### config.mk
export PLATFORM = sky130hd
export DESIGN_NAME = keyseq_wdog
export DESIGN_NICKNAME = d
export VERILOG_FILES = /design/src/rtl/kswd_pkg.sv /design/src/rtl/kswd_keyseq.sv /design/src/rtl/kswd_timer.sv /design/src/rtl/keyseq_wdog.sv
export SDC_FILE = /design/constraint.sdc
export NUM_CORES = 1
export LEC_CHECK = 0
export CAP_MARGIN = 0
export CORE_UTILIZATION = 45
export DETAILED_ROUTE_END_ITERATION = 8
export PLACE_DENSITY = 0.65
export SLEW_MARGIN = 0
export SYNTH_ARGS = -nofsm -noshare
export SYNTH_HDL_FRONTEND = slang
export SYNTH_HIERARCHICAL = 1
export SYNTH_SLANG_ARGS = --single-unit
export TNS_END_PERCENT = 20
### constraint.sdc
create_clock -name clk_i -period 2 [get_ports clk_i]
set_clock_uncertainty 0.05 [all_clocks]
set_input_delay 0.2 -clock clk_i [delete_from_list [all_inputs] [get_ports clk_i]]
set_output_delay 0.2 -clock clk_i [all_outputs]
set_load 0.02 [all_outputs]
### src/rtl/kswd_pkg.sv
package kswd_pkg;

  typedef enum logic {
    KEY_IDLE  = 1'b0,
    KEY_ARMED = 1'b1
  } key_st_e;

  localparam logic [7:0] KEY_FIRST  = 8'h55;
  localparam logic [7:0] KEY_SECOND = 8'hAA;

  // exponent step above the base for each select code
  function automatic int unsigned sel_offset(input int unsigned s);
    return (s <= 4) ? s : (2 * s - 4);
  endfunction

endpackage

### src/rtl/kswd_keyseq.sv
module kswd_keyseq
  import kswd_pkg::*;
#(
  parameter int          DATA_W = 8,
  parameter logic [7:0]  FIRST  = KEY_FIRST,
  parameter logic [7:0]  SECOND = KEY_SECOND
) (
  input  logic              clk_i,
  input  logic              rst_i,
  input  logic              en_i,
  input  logic              wr_i,
  input  logic [DATA_W-1:0] data_i,
  input  logic              clr_i,
  output logic              svc_o,
  output logic              err_o
);

  key_st_e state_q, state_d;

  always_comb begin
    svc_o = 1'b0;
    err_o = 1'b0;
    if (en_i && wr_i) begin
      if (state_q == KEY_IDLE) begin
        err_o = (data_i != DATA_W'(FIRST));
      end else if (data_i == DATA_W'(SECOND)) begin
        svc_o = 1'b1;
      end else begin
        err_o = 1'b1;
      end
    end
  end

  always_comb begin
    state_d = state_q;
    if (!en_i || clr_i || err_o || svc_o) begin
      state_d = KEY_IDLE;
    end else if (wr_i && state_q == KEY_IDLE) begin
      state_d = KEY_ARMED;
    end
  end

  always_ff @(posedge clk_i) begin
    if (rst_i) state_q <= KEY_IDLE;
    else       state_q <= state_d;
  end

  // the armed state is only entered from a first-key write
  p_arm_needs_first_key_r4: assert property (@(posedge clk_i) disable iff (rst_i)
    $rose(state_q == KEY_ARMED) |-> $past(wr_i && data_i == DATA_W'(FIRST)));

  // disabling drops any half-finished pair
  p_off_drops_key_r2: assert property (@(posedge clk_i) disable iff (rst_i)
    !en_i |=> state_q == KEY_IDLE);

endmodule

### src/rtl/kswd_timer.sv
module kswd_timer
  import kswd_pkg::*;
#(
  parameter int BASE_EXP = 14,
  parameter int SEL_W    = 3
) (
  input  logic             clk_i,
  input  logic             rst_i,
  input  logic             en_i,
  input  logic [SEL_W-1:0] sel_i,
  input  logic             kick_i,
  output logic             expire_o
);

  localparam int NUM_SEL = 2 ** SEL_W;
  localparam int MAX_OFF = int'(sel_offset(NUM_SEL - 1));
  localparam int CNT_W   = BASE_EXP + MAX_OFF;

  logic [CNT_W-1:0] lim_tab [NUM_SEL];
  logic [CNT_W-1:0] lim;
  logic [CNT_W-1:0] cnt_q;

  for (genvar g = 0; g < NUM_SEL; g++) begin : g_lim
    localparam int EXP = BASE_EXP + int'(sel_offset(g));
    assign lim_tab[g] = CNT_W'((64'd1 << EXP) - 64'd1);
  end

  assign lim      = lim_tab[sel_i];
  assign expire_o = en_i && (cnt_q >= lim) && !kick_i;

  always_ff @(posedge clk_i) begin
    if (rst_i || !en_i || kick_i || expire_o) cnt_q <= '0;
    else                                      cnt_q <= cnt_q + 1'b1;
  end

  // the count rests at zero while disabled
  p_idle_count_zero_r2: assert property (@(posedge clk_i) disable iff (rst_i)
    !en_i |=> cnt_q == '0);

  // a count at or past the selected limit restarts on the next edge
  p_limit_restarts_r3: assert property (@(posedge clk_i) disable iff (rst_i)
    (en_i && cnt_q >= lim) |=> cnt_q == '0);

endmodule

### src/rtl/keyseq_wdog.sv
module keyseq_wdog
  import kswd_pkg::*;
#(
  parameter int          BASE_EXP   = 14,
  parameter int          SEL_W      = 3,
  parameter logic [7:0]  FIRST_KEY  = KEY_FIRST,
  parameter logic [7:0]  SECOND_KEY = KEY_SECOND
) (
  input  logic             clk_i,
  input  logic             rst_i,
  input  logic             wdog_en_i,
  input  logic [SEL_W-1:0] period_sel_i,
  input  logic             arm_wr_i,
  input  logic [7:0]       arm_data_i,
  output logic             rst_req_o
);

  logic svc, key_err, expire, req_q;

  kswd_keyseq #(
    .DATA_W (8),
    .FIRST  (FIRST_KEY),
    .SECOND (SECOND_KEY)
  ) u_keys (
    .clk_i  (clk_i),
    .rst_i  (rst_i),
    .en_i   (wdog_en_i),
    .wr_i   (arm_wr_i),
    .data_i (arm_data_i),
    .clr_i  (expire),
    .svc_o  (svc),
    .err_o  (key_err)
  );

  kswd_timer #(
    .BASE_EXP (BASE_EXP),
    .SEL_W    (SEL_W)
  ) u_timer (
    .clk_i    (clk_i),
    .rst_i    (rst_i),
    .en_i     (wdog_en_i),
    .sel_i    (period_sel_i),
    .kick_i   (svc | key_err),
    .expire_o (expire)
  );

  always_ff @(posedge clk_i) begin
    if (rst_i) req_q <= 1'b0;
    else       req_q <= expire | key_err;
  end

  assign rst_req_o = req_q;

  // a byte that is neither key always triggers a request
  p_bad_byte_req_r5: assert property (@(posedge clk_i) disable iff (rst_i)
    (wdog_en_i && arm_wr_i && arm_data_i != FIRST_KEY && arm_data_i != SECOND_KEY)
      |=> rst_req_o);

  // no request follows a disabled cycle
  p_no_req_when_off_r2: assert property (@(posedge clk_i) disable iff (rst_i)
    $past(!wdog_en_i) |-> !rst_req_o);

  // a completed pair is never punished
  p_pair_no_req_r4: assert property (@(posedge clk_i) disable iff (rst_i)
    svc |=> !rst_req_o);

  // reset leaves the request low
  p_reset_clears_req_r9: assert property (@(posedge clk_i)
    rst_i |=> !rst_req_o);

endmodule

==> metrics.md <==
| Metric | Value |
|---|---|
| Status | completed |
| Synthesized area per cell | just over 9 sq um |
| Worst setup margin | between 30 and 40 ps |
| Leak | 0.000786 uW |
| Vias/cell | 5.24 |
| Maximum vdd drop | around 0.43 mV |
| Gr usage total | approximately 18% |
| Die X | 59.1 um |
| Required time of the worst setup path | between 2000 and 2500 ps |
| Die Area | approximately 3500 sq um |
| Rows | 20 |
| CTS tree | built |
| Startpoint types | register |
| CP top delay family | simple AND/OR/NAND/NOR gates |
| Post-CTS Hold Buffers | 0 |
| Post-route ant nets | 0 |
| Root Buffer Master | clkbuf_4 |
| Filler cells | approximately 260 |
| Worst setup endpoint | u_timer/cnt_q[23] |
| Post-synthesis cell area | around 1500 sq um |
| # setup viols final | 0 |
| Clk_lat worst skew | about 320 ps |
| GRT overflow | 0 |
| Critical path launch point | u_keys/state_q |
| Area of the multi-input gates | slightly above 1000 sq um |
| Dpl hpwl | a little over 2000 um |
| Core Footprint | 3080 sq um |
| Final Util | between 60% and 70% |
| Register area | ~520 sq um |
| Layout Area Growth over Synthesis | 32.9% |
| Synthesized instance count | around 160 |
| Critical path's slowest cell | dfxtp_1 |
| Drt drc | 0 |
| Crit-path max FO | 12 |
| Overall power | between 800 and 900 uW |
| CTS Buf Count | 3 |
| Place WS | -372 ps |
| Min-delay worst type | register to register |
| Post-synth cell types | 30 |
| DR vias | roughly 1,200 |
| Post-DP Area | 1740 sq um |
| Initial antenna violation count | 0 |
| Reg2reg path depth | 9 |
| Critical R2R Capture | u_timer/cnt_q[23] |
| Tcrit/Tclk final | between 90% and 100% |
| DRT iter0 DRCs | 42 |
| Slew Limit Fails | 0 |
| Max incr delay on CP | ~350 ps |
| Seq cells post-synth | 26 |
| H-tree depth | 1 |
| Initial Util | a little under half |
| Post-Syn Nets | approximately 190 |
| RSZ-0062 raised after global routing | yes |
| IO Count | 16 |
| Seq/Total Area, Yosys | roughly 35% |
| Nets | 218 |
| TritonRoute pass-1 iters | 4 |
| Largest net degree at the start of global routing | 25 |
| Crit Reg-Reg Startpoint | u_keys/state_q |
| Slew margin rel. | between 60 and 70% |
| Critical path depth | 9 |
| Ys Warns | 6 |
| Clk slew on worst S/H paths | roughly 130 ps |
| Final Hold Fails | 0 |
| Worst setup EP type | register |
| Final WL | roughly 3000 um |
| Worst Tran Pin Value | 466 ps |
| Crit Path Category | register to register |
| Ant diodes | 0 |
| Wire per inst | ~13 um |
| Layout cells sized above 1 | 20.9% |
| Vias in the first global route | approximately 1,100 |
| MaxCap Viol Count | 0 |
| PortBufs | 15 |
| Max Clk Rate | approximately 510 MHz |
| Min Tclk post-route | 1970 ps |
| First-pass GRT wire length | between 4000 and 5000 um |
| Sink Count | 26 |
| PwrDens | ~460 nW/um^2 |
| Worst-path cell chain | nand2b_1 -> nor4_2 -> nor3_1 -> or2_1 -> nand2b_4 -> nor2_4 -> nand4_4 -> clkbuf_16 -> nor2_1 |
| R2R setup slack | ~31 ps |
| Clk buf depth | 2 |
| Critical path arrival | roughly 2200 ps |
| GPL Wtd Cong | ~0.8 |
| Post-route setup TNS | 0 ps |
| Chip height | between 50 and 60 um |
| Design Area, Final | roughly 2000 sq um |
| CP Buf/Inv Count | 1 |
[through the flow]
step                      hold WS (ps)  std cells
after CTS                          420        232
after detailed placement           401        228
after global placement             379        228
final                              410        235
after global routing               441        235
after floorplan                    326        161
[what timing repair did]
| action | CTS | global route |
|---|---|---|
| cloned | 0 | 2 |
| gates resized for setup | 1 | 26 |
| endpoints found under the setup margin | 1 | 26 |
| setup buffers | 0 | 1 |
| pin swaps | 0 | 9 |
[worst min-delay path by stage]
| stage | startpoint | end | slack [ps] | cells past startpoint |
|---|---|---|---|---|
| 6_report | u_timer/cnt_q[0] | u_timer/cnt_q[0] | 410 | 1 |
| 5_1_grt | u_timer/cnt_q[0] | u_timer/cnt_q[0] | 440 | 1 |
| 4_1_cts | u_timer/cnt_q[0] | u_timer/cnt_q[0] | 420 | 1 |
| 3_5_place_dp | u_timer/cnt_q[0] | u_timer/cnt_q[0] | 400 | 1 |
| 3_3_place_gp | u_timer/cnt_q[0] | u_timer/cnt_q[0] | 380 | 1 |
| 2_1_floorplan | rst_i | u_keys/state_q | 330 | 2 |
[Yosys cell counts]
cell type | n | area share, %
nand4_4 | 1 | 1.4
nand4_1 | 6 | 2.6
nor4_4 | 2 | 2.9
nand4bb_1 | 2 | 1.5
a21oi_1 | 6 | 2.0
a31oi_1 | 1 | 0.43
nand2b_1 | 4 | 1.7
nor4b_2 | 1 | 1.0
nor3b_1 | 1 | 0.51
xnor2_1 | 11 | 6.6
nand2_1 | 10 | 2.6
nor2_1 | 30 | 7.7
a21o_1 | 1 | 0.51
nand3_1 | 10 | 3.4
o21ba_2 | 1 | 0.68
nand4_2 | 2 | 1.7
o221a_1 | 1 | 0.77
and4_1 | 3 | 1.8
nor2b_1 | 1 | 0.43
inv_1 | 3 | 0.77
buf_6 | 2 | 1.5
o21ai_0 | 3 | 1.0
xor2_1 | 11 | 6.6
nor4_2 | 2 | 1.7
dfxtp_1 | 26 | 35
and3_1 | 1 | 0.43
nor3_1 | 6 | 2.0
nand3b_1 | 1 | 0.51
ha_1 | 11 | 9.4
or2_1 | 1 | 0.43
[cells by family after synthesis]
kind of cell	synth area share [%]
simple gates	34.3
flops	35.4
compound gates	5.45
buf+inv	2.30
xor+xnor	13.1
fa+ha+maj	9.37
[final cells by class]
type / instances / area share [%]
tap: 44 / 2.82
sequential: 26 / 26.7
clock buffer: 4 / 1.86
multi-input combinational: 130 / 52.1
timing repair buffer: 28 / 16.0
inverter: 3 / 0.577
[power by group]
group          internal (uW)  total [uW]  switching (uW)
logic                   64.3         113            48.3
clock network            111         263             151
registers                521         523            1.93
total                    697         898             201
[metal layers]
layer	track usage [%]	part of all wire [%]	vias up	wire length, um
met3	1.97	2.2	4	65
met4	9.18	2.1	0	63
li1	-	-	630	-
met5	0	0	-	0
met1	22.5	48	582	1430
met2	29.9	47	16	1410
[sequential cells by signal, indices dropped and copies added (netlist names)]
register / cells
u_timer/cnt_q: 24
rst_req_o: 1
u_keys/state_q: 1
[placed cells by master (no fill, tap or decap), drive strengths merged, types with 4 or more instances in the layout]
cell | netlist | layout
nor2 | 30 | 30
dfxtp | 26 | 26
xnor2 | 11 | 11
xor2 | 11 | 11
buf | 2 | 11
ha | 11 | 11
nand2 | 10 | 10
nand3 | 10 | 10
nand4 | 9 | 9
clkdlybuf4s50 | 0 | 8
dlymetal6s2s | 0 | 7
a21oi | 6 | 6
nor3 | 6 | 6
clkbuf | 0 | 6
nand2b | 4 | 4
nor4 | 4 | 4
(Power assumes the default switching activity.)
